===== config.mk =====
export PLATFORM = sky130hd
export DESIGN_NAME = bus_hold_ctrl
export DESIGN_NICKNAME = d
export VERILOG_FILES = /design/src/rtl/hbh_pkg.sv /design/src/rtl/hbh_req_sync.sv /design/src/rtl/hbh_fsm.sv /design/src/rtl/hbh_oe_gate.sv /design/src/rtl/bus_hold_ctrl.sv
export SDC_FILE = /design/constraint.sdc
export NUM_CORES = 1
export LEC_CHECK = 0
export ABC_AREA = 1
export ABC_CLOCK_PERIOD_IN_PS = 1400
export BUFFER_PORTS_ARGS = -buffer_cell sky130_fd_sc_hd__buf_2
export CAP_MARGIN = 0
export CELL_PAD_IN_SITES_DETAIL_PLACEMENT = 0
export CELL_PAD_IN_SITES_GLOBAL_PLACEMENT = 2
export CORE_MARGIN = 2
export CORE_UTILIZATION = 13
export CTS_CLUSTER_SIZE = 28
export DETAILED_ROUTE_END_ITERATION = 8
export PLACE_DENSITY = 0.81
export SYNTH_ARGS = -nofsm -noshare
export SYNTH_HDL_FRONTEND = slang
export SYNTH_SLANG_ARGS = --single-unit

===== constraint.sdc =====
create_clock -name clk -period 1.4 [get_ports clk]
set_input_delay 0.28 -clock clk [delete_from_list [all_inputs] [get_ports clk]]
set_output_delay 0.28 -clock clk [all_outputs]
set_load 0.02 [all_outputs]

===== src/rtl/hbh_pkg.sv =====
package hbh_pkg;

    typedef enum logic [2:0] {
        ST_IDLE    = 3'd0,
        ST_DRAIN   = 3'd1,
        ST_FLOAT   = 3'd2,
        ST_GRANTED = 3'd3,
        ST_RELEASE = 3'd4
    } hbh_state_e;

    localparam int OE_GROUPS = 3;
    localparam int OE_ADDR   = 0;
    localparam int OE_DATA   = 1;
    localparam int OE_CTRL   = 2;

    // States in which the block has given up the pads.
    function automatic logic bus_released(hbh_state_e st);
        return (st == ST_FLOAT) || (st == ST_GRANTED) || (st == ST_RELEASE);
    endfunction

endpackage


===== src/rtl/hbh_req_sync.sv =====
module hbh_req_sync #(
    parameter int STAGES = 2
) (
    input  logic clk,
    input  logic rst_n,
    input  logic async_n,
    output logic sync_n
);
    localparam int LAST = STAGES - 1;

    logic [STAGES-1:0] chain;
    logic [STAGES-1:0] fill;

    generate
        if (STAGES < 2) begin : g_bad_depth
            initial $error("hbh_req_sync needs at least two stages");
        end
    endgenerate

    always_ff @(posedge clk or negedge rst_n) begin
        if (!rst_n) begin
            chain <= '1;
            fill  <= '0;
        end else begin
            chain <= {chain[STAGES-2:0], async_n};
            fill  <= {fill[STAGES-2:0], 1'b1};
        end
    end

    // Report the request as inactive until every stage has been loaded.
    assign sync_n = fill[LAST] ? chain[LAST] : 1'b1;

endmodule


===== src/rtl/hbh_fsm.sv =====
module hbh_fsm
    import hbh_pkg::*;
(
    input  logic clk,
    input  logic rst_n,
    input  logic req_s_n,
    input  logic busy,
    output logic float_bus,
    output logic ack_n,
    output logic stall
);
    hbh_state_e state_q;
    hbh_state_e state_d;

    always_comb begin
        state_d = state_q;
        unique case (state_q)
            ST_IDLE:    if (!req_s_n) state_d = ST_DRAIN;
            ST_DRAIN: begin
                if (req_s_n)    state_d = ST_IDLE;
                else if (!busy) state_d = ST_FLOAT;
            end
            ST_FLOAT:   state_d = req_s_n ? ST_IDLE : ST_GRANTED;
            ST_GRANTED: if (req_s_n) state_d = ST_RELEASE;
            ST_RELEASE: state_d = ST_IDLE;
            default:    state_d = ST_IDLE;
        endcase
    end

    always_ff @(posedge clk or negedge rst_n) begin
        if (!rst_n) state_q <= ST_IDLE;
        else        state_q <= state_d;
    end

    always_comb begin
        float_bus = bus_released(state_q);
        ack_n     = 1'b1;
        stall     = 1'b1;
        unique case (state_q)
            ST_IDLE:    stall = 1'b0;
            ST_DRAIN:   ;
            ST_FLOAT:   ;
            ST_GRANTED: ack_n = 1'b0;
            ST_RELEASE: ;
            default: begin
                stall     = 1'b0;
                float_bus = 1'b0;
            end
        endcase
    end

endmodule


===== src/rtl/hbh_oe_gate.sv =====
module hbh_oe_gate #(
    parameter int GROUPS = 3
) (
    input  logic              float_bus,
    input  logic [GROUPS-1:0] want,
    output logic [GROUPS-1:0] oe
);
    genvar g;
    generate
        for (g = 0; g < GROUPS; g++) begin : g_grp
            assign oe[g] = want[g] & ~float_bus;
        end
    endgenerate

endmodule


===== src/rtl/bus_hold_ctrl.sv =====
module bus_hold_ctrl
    import hbh_pkg::*;
#(
    parameter int ADDR_W      = 19,
    parameter int DATA_W      = 16,
    parameter int CS_W        = 3,
    parameter int SYNC_STAGES = 2
) (
    input  logic              clk,
    input  logic              rst_n,
    input  logic              hold_req_n,
    input  logic              eng_busy,
    input  logic              eng_data_dir,
    input  logic [ADDR_W-1:0] eng_addr,
    input  logic [DATA_W-1:0] eng_wdata,
    input  logic              eng_rnw,
    input  logic [CS_W-1:0]   eng_cs_n,
    output logic              hold_ack_n,
    output logic              eng_stall,
    output logic [ADDR_W-1:0] pad_addr,
    output logic              pad_addr_oe,
    output logic [DATA_W-1:0] pad_wdata,
    output logic              pad_data_oe,
    output logic              pad_rnw,
    output logic [CS_W-1:0]   pad_cs_n,
    output logic              pad_ctrl_oe
);
    logic                 req_s_n;
    logic                 float_bus;
    logic [OE_GROUPS-1:0] oe_want;
    logic [OE_GROUPS-1:0] oe_out;

    hbh_req_sync #(.STAGES(SYNC_STAGES)) u_sync (
        .clk     (clk),
        .rst_n   (rst_n),
        .async_n (hold_req_n),
        .sync_n  (req_s_n)
    );

    hbh_fsm u_fsm (
        .clk       (clk),
        .rst_n     (rst_n),
        .req_s_n   (req_s_n),
        .busy      (eng_busy),
        .float_bus (float_bus),
        .ack_n     (hold_ack_n),
        .stall     (eng_stall)
    );

    always_comb begin
        oe_want           = '0;
        oe_want[OE_ADDR]  = 1'b1;
        oe_want[OE_DATA]  = eng_data_dir;
        oe_want[OE_CTRL]  = 1'b1;
    end

    hbh_oe_gate #(.GROUPS(OE_GROUPS)) u_gate (
        .float_bus (float_bus),
        .want      (oe_want),
        .oe        (oe_out)
    );

    assign pad_addr_oe = oe_out[OE_ADDR];
    assign pad_data_oe = oe_out[OE_DATA];
    assign pad_ctrl_oe = oe_out[OE_CTRL];
    assign pad_addr    = eng_addr;
    assign pad_wdata   = eng_wdata;
    assign pad_rnw     = eng_rnw;
    assign pad_cs_n    = eng_cs_n;

endmodule


Yosys cells after proc, flatten, opt, wreduce, memory -nomap -nowiden
Index checks and enable logic that the tools add are counted.
{"block": "word_totals", "ff_bits": 7, "inputBits": 44, "output_inout_bits": 44, "word_cells": 28}
{"block": "op_classes", "n_eq_ne": 7, "muxes": 10, "bitwise_logic": 2, "reduce_logical": 6}
{"cell": "$mux 3", "n": 4}
{"cell": "$pmux 3 s4", "n": 1}
{"cell": "$eq 3x2->1 const B", "n": 2}
{"cell": "$reduce_or 5->1", "n": 1}
{"cell": "$mux 1", "n": 4}
{"cell": "$reduce_or 4->1", "n": 1}
{"cell": "$eq 3x1->1 const B", "n": 1}
{"cell": "$eq 3x3->1 const B", "n": 1}
{"cell": "$logic_not 3->1", "n": 1}
{"cell": "$ne 3x2->1 const B", "n": 1}
{"cell": "$reduce_and 3->1", "n": 1}
{"cell": "$logic_or 1x1->1", "n": 2}
{"cell": "$mux 2", "n": 1}
{"cell": "$ne 2x1->1 const B", "n": 1}
{"cell": "$ne 2x2->1 const B", "n": 1}
{"cell": "$and 1x1->1", "n": 1}
{"cell": "$not 1->1", "n": 1}

Longest topological paths before layout
Gate-level depths: netlist (run 1).
{"block": "depth", "depth_word": 6, "depth_mapped": 7, "mapped_depth_nobuf": 7}

Modules after synthesis
Synthesis (run 1) repeated with hierarchy kept, for this count alone.
{"block": "unflattened", "hier_cells": 85, "hier_area_um2": 654.4}
{"module": "bus_hold_ctrl", "instances": 1, "cells_each": 40, "area_each_um2": 296.5, "seq_area_each_um2": 0.0}
{"module": "hbh_fsm", "instances": 1, "cells_each": 32, "area_each_um2": 221.5, "seq_area_each_um2": 75.1}
{"module": "hbh_req_sync", "instances": 1, "cells_each": 7, "area_each_um2": 113.9, "seq_area_each_um2": 102.6}
{"module": "hbh_oe_gate", "instances": 1, "cells_each": 6, "area_each_um2": 22.5, "seq_area_each_um2": 0.0}

Worst setup path before layout (run 1)
Ideal clock, no wire load.
{"block": "synth_path", "kind": "register to output", "startpoint": "register u_fsm.state_q[2]", "endpoint": "output eng_stall", "arrival_ns": 1.006, "required_time_ns": 1.120, "slack_ns": 0.114, "stages_incl_launch_ff": 6, "path_buffers": 0, "cell_sequence": "dfrtp_1 -> nor2_1 -> inv_1 -> nand2_2 -> inv_2 -> o21ai_0"}
{"block": "synth_between", "elab_chain_len": 3, "word_cells_on_any_way": 6, "classes_between": "4 x eq/ne; 1 x mux; 1 x reduce/logical"}
{"element": "start, declared", "line_no": "hbh_fsm.sv:12", "rtl": "hbh_state_e state_q;"}
{"element": "start signal, assigned", "line_no": "hbh_fsm.sv:32", "rtl": "else state_q <= state_d;"}
{"element": "$eq 3x1->1 (tied with other cells)", "line_no": "hbh_fsm.sv:39", "rtl": "unique case (state_q)"}
{"element": "$reduce_or 4->1 (no source line) (*)"}
{"element": "$mux 1 (*)", "line_no": "hbh_fsm.sv:39"}
{"element": "end, declared", "line_no": "bus_hold_ctrl.sv:19", "rtl": "output logic eng_stall,"}
Mark *: on every way between the ends. The rest lies on a longest branch, timed or not.

Final worst setup path (run 1)
Same ends and word-level chain as after synthesis.

==> results of run 1 <==
==> layer usage <==
metal | vias up | track usage (%) | wire length [um]
li1 | 172 | - | -
met1 | 160 | 3.75 | 344
met2 | 13 | 5.06 | 426
met3 | 2 | 3.79 | 147
met4 | 0 | 2.58 | 7
met5 | - | 0 | 0
==> worst max path at each step <==
stage                           startpoint  slack, ns        end
after detailed placement  u_fsm.state_q[2]       0.11  eng_stall
after floorplan           u_fsm.state_q[2]       0.11  eng_stall
after global routing      u_fsm.state_q[2]      -0.06  eng_stall
after CTS                 u_fsm.state_q[1]      -0.03  eng_stall
after global placement    u_fsm.state_q[2]       0.11  eng_stall
final                     u_fsm.state_q[2]      0.005  eng_stall
==> placed cells by master (no fill, tap or decap), drive strengths merged, types with 2 or more instances in the layout <==
cell type and instances:
dfstp 2, clkbuf 4, nand2 12, dfrtp 5, buf 18, nand3 5, inv 9, nor2 5
==> cell type report <==
class | count | area, um2
Clock buffer | 4 | 45.0
Fill cell | 566 | 4120
Inverter | 9 | 36.3
Multi-Input combinational cell | 26 | 150
Sequential cell | 7 | 179
Tap cell | 67 | 83.8
Timing Repair Buffer | 19 | 138
==> per-stage QoR <==
step	total power, W	setup TNS [ns]	hold WS, ns
after floorplan	0.000414	0	-0.0156
after global placement	0.000273	0	0.119
after detailed placement	0.000273	0	0.122
after CTS	0.000562	-0.0587	0.150
after global routing	0.000590	-0.158	0.149
final	0.000557	0	0.156
==> power by group through the flow <==
stage                     Sequential, W  Combinational (W)  Clock (W)
after CTS                      0.000218          0.0000594   0.000285
after floorplan                0.000222           0.000192          0
final                          0.000218          0.0000648   0.000274
after detailed placement       0.000221          0.0000526          0
after global routing           0.000218          0.0000743   0.000298
after global placement         0.000220          0.0000523          0
==> registers in the layout, indices dropped and copies added, names as in the netlist <==
name           count
u_fsm.state_q      3
u_sync.fill        2
u_sync.chain       2
==> worst max-delay path, delay by kind of cell (launching register included) <==
kind	cells	cell delay, ns
compound gates	1	0.05
simple gates	2	0.19
buf+inv	3	0.22
flops	1	0.43
==> kinds of logic after synthesis <==
family                 after synthesis  share of synthesized area (%)
buffers and inverters               49                           51.9
AND/OR/NAND/NOR                     23                           18.1
flip-flops                           7                           27.6
AO/OA/AOI/OAI                        2                           1.75
other                                1                          0.583
==> repair_timing <==
item | 4_1_cts | 5_1_grt
hold buffers | 1 | 0
cloned | 0 | 0
endpoints found under the hold margin | 5 | 0
pin swaps | 3 | 2
resized for setup | 7 | 7
setup endpoints to repair | 4 | 5
setup buffers | 3 | 4
==> flow_metrics.py, run 1 <==
metrics = {
    "place": {
        "place_ws_ns": 0.113,
        "dp.cells": 120,
        "portBuffers": 9,
        "placed_area_um2": 487,
        "place_congestion": 0.672,
        "dp_hpwl_um": 695,
    },
    "timing": {
        "hold_viol": 0,
        "setup_ws_ns": 0.00522,
        "rsz0062_at_grt": "true",
        "period_share_pct": 99.6,
        "drv_slew": 0,
        "setup_violations": 0,
        "period_minus_slack_ns": 1.39,
        "skew_ns": 0.00167,
        "fmax_ghz": 0.717,
    },
    "floorplan": {
        "die_h_um": 74.3,
        "die-width_um": 74.3,
        "io_pins": 88,
        "start_util_pct": 13.5,
        "fp.coreArea_um2": 4750,
        "die_area_um2": 5530,
        "rows": 25,
    },
    "worst_hold_path": {
        "hold_depth": 1,
        "hp-start": "hold_req_n",
        "hold_path.class": "in2reg",
        "min_to": "u_sync.chain[0]",
    },
    "power": {
        "switching_share_pct": 21.3,
        "clockPowerShare_pct": 49.2,
        "irDropWorstVdd_mv": 0.249,
        "p_switching_w": 0.000119,
        "p_seq_share_pct": 39.2,
        "power_leakage_nw": 0.292,
        "combinationalPowerShare_pct": 11.6,
        "p_per_area_nw_per_um2": 882,
        "p_int_w": 0.000439,
    },
    "synth": {
        "synth-edff-count": 0,
        "syn_inst": 82,
        "synth_common_cells": "40 x buf_4, 10 x nand2_1, 7 x inv_1, 5 x dfrtp_1, 4 x nand3_1",
        "yosysMostFrequentCell": "buf_4",
        "avgSynthCellArea_um2": 7.84,
        "synth_area_leaders": "buf_4 47%, dfrtp_1 19%, dfstp_2 8.2%",
        "yosysTopAreaCell": "buf_4",
        "ys_warn_count": 0,
        "async_flop_share_pct": 100,
        "ys_seq_elements": 7,
        "synth_nets": 126,
        "ys.flop_type": "dfrtp_1",
        "yosys.area.top_type_share_pct": 46.7,
        "synth-seq-area-share_pct": 27.6,
        "netlist_area_um2": 643,
        "yosysUniqueCellTypes": 16,
    },
    "critical_path": {
        "end_kind": "output pin",
        "arrival_ns": 1.11,
        "slowest_delay_ns": 0.43,
        "path_cells": "nor2_4 -> inv_2 -> nand2_2 -> inv_2 -> o21ai_2 -> buf_6",
        "worstRegToRegCells": 8,
        "crit_path_max_fanout": 4,
        "r2r_start": "u_fsm.state_q[2]",
        "r2r_slack_ns": 0.19,
        "startpoint_type": "flip-flop",
        "crit_top_cell": "inv_2",
        "worst_path_max_delay_cell": "dfrtp_2",
        "crit_type": "reg2out",
        "r2r_end": "u_fsm.state_q[1]",
        "critical_path_required_ns": 1.12,
    },
    "finish": {
        "finalNonFillerCells": 132,
        "layout-drive-gt1-share_pct": 53.8,
        "num_antenna_cells": 0,
        "fin_nets": 110,
        "area_growth_pct": -1.75,
        "utilization_pct": 13.3,
        "stdcell_area_um2": 632,
    },
    "clocking": {
        "cts_buffer_depth": 2,
        "clk_transition_reported_paths_ns": 0.04,
        "cts_made_buffers": 3,
        "clk_latency_ns": 0.22,
        "cts_tree": "built",
        "cts.sinks": 7,
        "cts_root_buf": "clkbuf_8",
        "htreeDepth": 1,
    },
    "flow_run": {
        "maxCapViolations": 0,
    },
    "routing": {
        "antenna_left": 0,
        "vias": 347,
        "first_iter_violations": 12,
        "wl_per_cell_um": 7.02,
        "via_per_inst": 2.63,
        "drc_errors": 0,
        "drt-pass1-iter-count": 3,
        "drt_wl_total_um": 926,
    },
    "global_routing": {
        "overflow": 0,
        "track_usage_pct": 3.85,
        "grt_max_degree": 8,
        "antenna_found_initial": 0,
        "grt_pass1_vias": 317,
        "grt_pass1_wl_um": 1440,
    },
    "outcome": {
        "status": "complete, no violations",
    },
}
Note: power is estimated with default switching activity, not from simulation.
==> run 2, diff against run 1 <==
- CELL_PAD_IN_SITES_DETAIL_PLACEMENT: 0 -> not set
- CELL_PAD_IN_SITES_GLOBAL_PLACEMENT: 2 -> not set
- CORE_UTILIZATION: 13 -> 30
==> run 2 against run 1 <==
- the run now ends with setup timing left
- routed wire length is 22% higher
- fmax is 3.5% lower
- combinational power is 1% higher
- setup slack worse by 0.050 ns
- cell count is 33% lower
- critical endpoint is now pad_data_oe
- largest cell class unchanged
- highest routed layer unchanged
==> flow_metrics.py, run 2 (synthesized netlist as in run 1, its figures left out) <==
metrics = {
    "timing": {
        "skew_ns": 0.00227,
        "setup_violations": 4,
        "drv_slew": 0,
        "fmax_ghz": 0.692,
        "period_minus_slack_ns": 1.44,
        "setup_ws_ns": -0.0449,
        "fin_setup_tns_ns": -0.101,
        "whs_ns": 0.131,
        "period_share_pct": 103,
        "hold_viol": 0,
        "rsz0062_at_grt": "true",
    },
    "finish": {
        "num_antenna_cells": 0,
        "layout-drive-gt1-share_pct": 54.1,
        "fin_nets": 106,
        "area_growth_pct": -16.5,
        "top_register": "u_fsm.state_q",
        "layout.cells.most_common": "nand2_1",
        "n_fill_cell": 220,
        "multi_input_area_um2": 153,
        "mostFrequentLayoutCells": "10 x nand2_1, 6 x buf_2, 5 x inv_1, 5 x buf_4",
        "largest_reg_flops": 3,
        "final-seq-area_um2": 179,
        "reg_top3": "u_fsm.state_q (3), u_sync.chain (2), u_sync.fill (2)",
        "finalNonFillerCells": 88,
    },
    "clocking": {
        "clk_latency_ns": 0.25,
        "clk_transition_reported_paths_ns": 0.05,
        "cts.sinks": 7,
        "cts_buffer_depth": 2,
        "cts_tree": "built",
        "htreeDepth": 1,
        "cts_root_buf": "clkbuf_4",
        "cts_made_buffers": 3,
    },
    "global_routing": {
        "grt_max_degree": 8,
        "overflow": 0,
        "antenna_found_initial": 0,
        "grt_pass1_vias": 349,
        "grt_pass1_wl_um": 1580,
        "track_usage_pct": 8.82,
    },
    "routing": {
        "via_per_inst": 4.22,
        "drc_errors": 0,
        "antenna_left": 0,
        "first_iter_violations": 8,
        "drt_wl_total_um": 1130,
        "drt-pass1-iter-count": 4,
        "wl_per_cell_um": 12.9,
        "vias": 371,
    },
    "critical_path": {
        "end_kind": "output pin",
        "path_buf_inv": 3,
        "crit_type": "reg2out",
        "slowest_delay_ns": 0.40,
        "worst_path_max_delay_cell": "dfrtp_1",
        "cp_top_family": "flip-flops",
        "crit_path_max_fanout": 3,
        "critical_path_required_ns": 1.12,
        "crit_top_cell": "inv_2",
        "startpoint_type": "flip-flop",
        "arrival_ns": 1.16,
        "path_cells": "inv_2 -> nor2_4 -> inv_2 -> nand2_4 -> nor2_2 -> buf_6",
    },
    "place": {
        "place_congestion": 0.683,
        "dp.cells": 79,
        "portBuffers": 9,
        "dp_hpwl_um": 895,
    },
    "worst_hold_path": {
        "hold_path.class": "in2reg",
    },
    "power": {
        "p_total_w": 0.000464,
        "power_leakage_nw": 0.268,
        "p_per_area_nw_per_um2": 864,
        "irDropWorstVdd_mv": 0.398,
    },
    "floorplan": {
        "io_pins": 88,
        "die_h_um": 50.3,
        "die-width_um": 50.3,
        "start_util_pct": 32.1,
        "fp.coreArea_um2": 2000,
        "rows": 16,
        "die_area_um2": 2530,
    },
    "outcome": {
        "status": "finished, violations left",
        "violations": "setup timing",
    },
    "flow_run": {
        "maxCapViolations": 0,
    },
}
## run 2: timing repair
item | 4_1_cts | 5_1_grt
setup endpoints to repair | 4 | 5
pin swaps | 3 | 1
setup buffers | 4 | 0
gates cloned | 0 | 0
resized for setup | 7 | 9
endpoints found under the hold margin | 5 | 0
hold buffers | 1 | 0
## run 2: worst reg2reg max path: stages, from the launching register on
cell	delay, ns
dfrtp_2	0.44
buf_4	0.16
nor2_2	0.14
nand3_1	0.11
nand3_1	0.09
nand2_1	0.06
## run 2: final timing paths
kind / from / end / slack [ns] / depth (start not counted)
worst max-delay path: u_fsm.state_q[1] / pad_data_oe / -0.04 / 6
worst min-delay path: hold_req_n / u_sync.chain[0] / 0.13 / 1
worst max register to register: u_fsm.state_q[2] / u_fsm.state_q[1] / 0.30 / 5
worst min register to register: u_sync.chain[0] / u_sync.chain[1] / 0.36 / 0
max in group asynchronous: rst_n / u_sync.chain[0] / 0.79 / 2
min in group asynchronous: rst_n / u_fsm.state_q[0] / 0.39 / 2
## run 2: area by class of cell
| type | count | share of cell area, % |
|---|---|---|
| inverters | 9 | 6.29 |
| clock buffers | 4 | 4.90 |
| well taps | 27 | 6.29 |
| repair buffers | 15 | 20.7 |
| flip-flops and latches | 7 | 33.3 |
| multi-input cells | 26 | 28.4 |
## run 2: per-stage QoR
| stage | worst slack, ns | cell area (um2) | utilization [%] |
|---|---|---|---|
| 2_1_floorplan | 0.114 | 643 | - |
| 3_3_place_gp | 0.131 | 429 | 21.4 |
| 3_5_place_dp | 0.0525 | 429 | 21.4 |
| 4_1_cts | -0.0707 | 510 | 25.5 |
| 5_1_grt | -0.115 | 537 | 26.8 |
| 6_report | -0.0449 | 537 | 26.8 |
## run 2: power breakdown
group          switching, W  total (W)  internal (W)
sequential       0.00000473   0.000218      0.000213
clock             0.0000718   0.000180      0.000109
combinational     0.0000369  0.0000656     0.0000286
## run 2: metal layers
layer	up-vias	GRT usage, %	share of wire, %
li1	162	-	-
met1	169	6.64	29
met2	32	14.0	52
met3	8	8.63	16
met4	0	5.41	3.2
met5	-	0	0
==> run 3, diff against run 2 <==
- SKIP_CTS_REPAIR_TIMING: not set -> 1
==> run 3 against run 2 <==
- the run still ends with setup timing left
- count of clock-buffer cells in the layout unchanged
- combinational power down 7.6%
- highest routed layer unchanged
- cell count down 3.4%
- final area down 7.5%
- fmax down 1.2%
- sequential share of layout area up 2.7 points
- sequential power about the same
- largest cell class unchanged
- setup slack worse by 0.018 ns
- clock power about the same
- routed wire length down 6.3%
==> flow_metrics.py, run 3 (synthesized netlist as in run 1, its figures left out) <==
metrics = {
    "outcome": {
        "status": "finished, violations left",
        "violations": "setup timing",
    },
    "clocking": {
        "clk_transition_reported_paths_ns": 0.05,
        "cts.sinks": 7,
        "htreeDepth": 1,
        "cts_root_buf": "clkbuf_4",
        "clk_latency_ns": 0.25,
        "cts_tree": "built",
        "cts_made_buffers": 3,
        "cts_buffer_depth": 2,
    },
    "place": {
        "place_congestion": 0.683,
        "portBuffers": 9,
        "dp_hpwl_um": 895,
        "dp.cells": 79,
        "placed_area_um2": 429,
    },
    "timing": {
        "hold_viol": 0,
        "rsz0062_at_grt": "true",
        "setup_violations": 4,
        "drv_slew": 0,
        "period_share_pct": 104,
        "skew_ns": 0.00297,
        "period_minus_slack_ns": 1.46,
        "fmax_ghz": 0.684,
        "setup_ws_ns": -0.0627,
    },
    "critical_path": {
        "end_kind": "output pin",
        "path_cells": "inv_2 -> nor2_4 -> inv_2 -> nand2_2 -> inv_2 -> o21ai_2 -> buf_6",
        "crit_path_max_fanout": 3,
        "worst_path_max_delay_cell": "dfrtp_1",
        "path_buf_inv": 4,
        "crit_top_cell": "inv_2",
        "cp_top_family": "flip-flops",
        "startpoint_type": "flip-flop",
        "critical_path_required_ns": 1.12,
        "crit_type": "reg2out",
        "arrival_ns": 1.18,
        "slowest_delay_ns": 0.40,
        "r2r_start": "u_fsm.state_q[1]",
        "critPathLaunch": "u_fsm.state_q[1]",
    },
    "power": {
        "irDropWorstVdd_mv": 0.398,
        "power_leakage_nw": 0.244,
        "p_per_area_nw_per_um2": 926,
    },
    "global_routing": {
        "met3_usage_pct": 8.63,
        "overflow": 0,
        "grt_pass1_vias": 314,
        "top_usage_layer": "met2",
        "antenna_found_initial": 0,
        "grt_pass1_wl_um": 1460,
        "grt_use_met1_pct": 6.46,
        "met2_usage_pct": 12.1,
        "grt_max_degree": 8,
        "track_usage_pct": 8.20,
    },
    "routing": {
        "via_per_inst": 4.24,
        "wl_per_cell_um": 12.5,
        "drc_errors": 0,
        "drt-pass1-iter-count": 2,
        "vias": 360,
        "antenna_left": 0,
        "first_iter_violations": 4,
        "drt_wl_total_um": 1060,
    },
    "floorplan": {
        "die_area_um2": 2530,
        "rows": 16,
        "start_util_pct": 32.1,
        "io_pins": 88,
        "fp.coreArea_um2": 2000,
        "die-width_um": 50.3,
        "die_h_um": 50.3,
    },
    "finish": {
        "top_register": "u_fsm.state_q",
        "layout-drive-gt1-share_pct": 48.3,
        "mostFrequentLayoutCells": "10 x nand2_1, 7 x buf_2, 6 x inv_1, 4 x nand3_1, 4 x dfrtp_1",
        "fin_nets": 103,
        "num_antenna_cells": 0,
        "reg_top3": "u_fsm.state_q (3), u_sync.chain (2), u_sync.fill (2)",
        "stdcell_area_um2": 497,
        "area_growth_pct": -22.8,
        "largest_reg_flops": 3,
        "layout.cells.most_common": "nand2_1",
        "finalNonFillerCells": 85,
    },
    "worst_hold_path": {
        "hp-start": "hold_req_n",
        "hold_path.class": "in2reg",
    },
    "flow_run": {
        "maxCapViolations": 0,
    },
}
run 3: changes by cell type in the layout (fill, tap and decap cells not counted), sizes merged:
cell,change
buf,-3
run 3: power breakdown:
part            total, W  switching, W  internal (W)
logic          0.0000606     0.0000348     0.0000259
clock network   0.000181     0.0000724      0.000109
registers       0.000218    0.00000490      0.000213
total           0.000460      0.000112      0.000348
run 3: worst register-to-register path, delay by kind of cell, from the launching register on:
kind	cells	cell delay (ns)
and+or+nand+nor	5	0.45
buffers and inverters	1	0.10
DFF	1	0.41
run 3: metrics by stage:
stage | power [W] | util, % | worst slack (ns) | hold slack [ns] | TNS (ns)
floorplan | 0.000414 | - | 0.114 | -0.0156 | 0
detailed placement | 0.000273 | 21.4 | 0.0525 | 0.118 | 0
global placement | 0.000270 | 21.4 | 0.131 | 0.112 | 0
global route | 0.000492 | 24.8 | -0.162 | 0.108 | -0.551
CTS | 0.000460 | 22.8 | -0.225 | -0.154 | -0.592
finish | 0.000460 | 24.8 | -0.0627 | 0.131 | -0.153
run 3: cell type report:
| class | count | area (um2) |
|---|---|---|
| Timing Repair Buffer | 12 | 78.8 |
| Multi-Input combinational cell | 26 | 145 |
| Fill cell | 224 | 1510 |
| Tap cell | 27 | 33.8 |
| Sequential cell | 7 | 179 |
| Clock buffer | 4 | 26.3 |
| Inverter | 9 | 33.8 |
run 3: path summary, 6_finish.rpt:
| path | to | slack (ns) | depth (start not counted) |
|---|---|---|---|
| worst max-delay path | eng_stall | -0.06 | 7 |
| worst min-delay path | u_sync.chain[0] | 0.13 | 1 |
| worst max register to register | u_fsm.state_q[1] | 0.33 | 6 |
| worst min register to register | u_sync.chain[1] | 0.36 | 0 |
| max in group asynchronous | u_sync.chain[0] | 0.79 | 2 |
| min in group asynchronous | u_fsm.state_q[0] | 0.38 | 2 |
run 3: layer usage:
metal	vias up	wire (um)
li1	158	-
met1	161	309
met2	33	536
met3	8	180
met4	0	36
met5	-	0
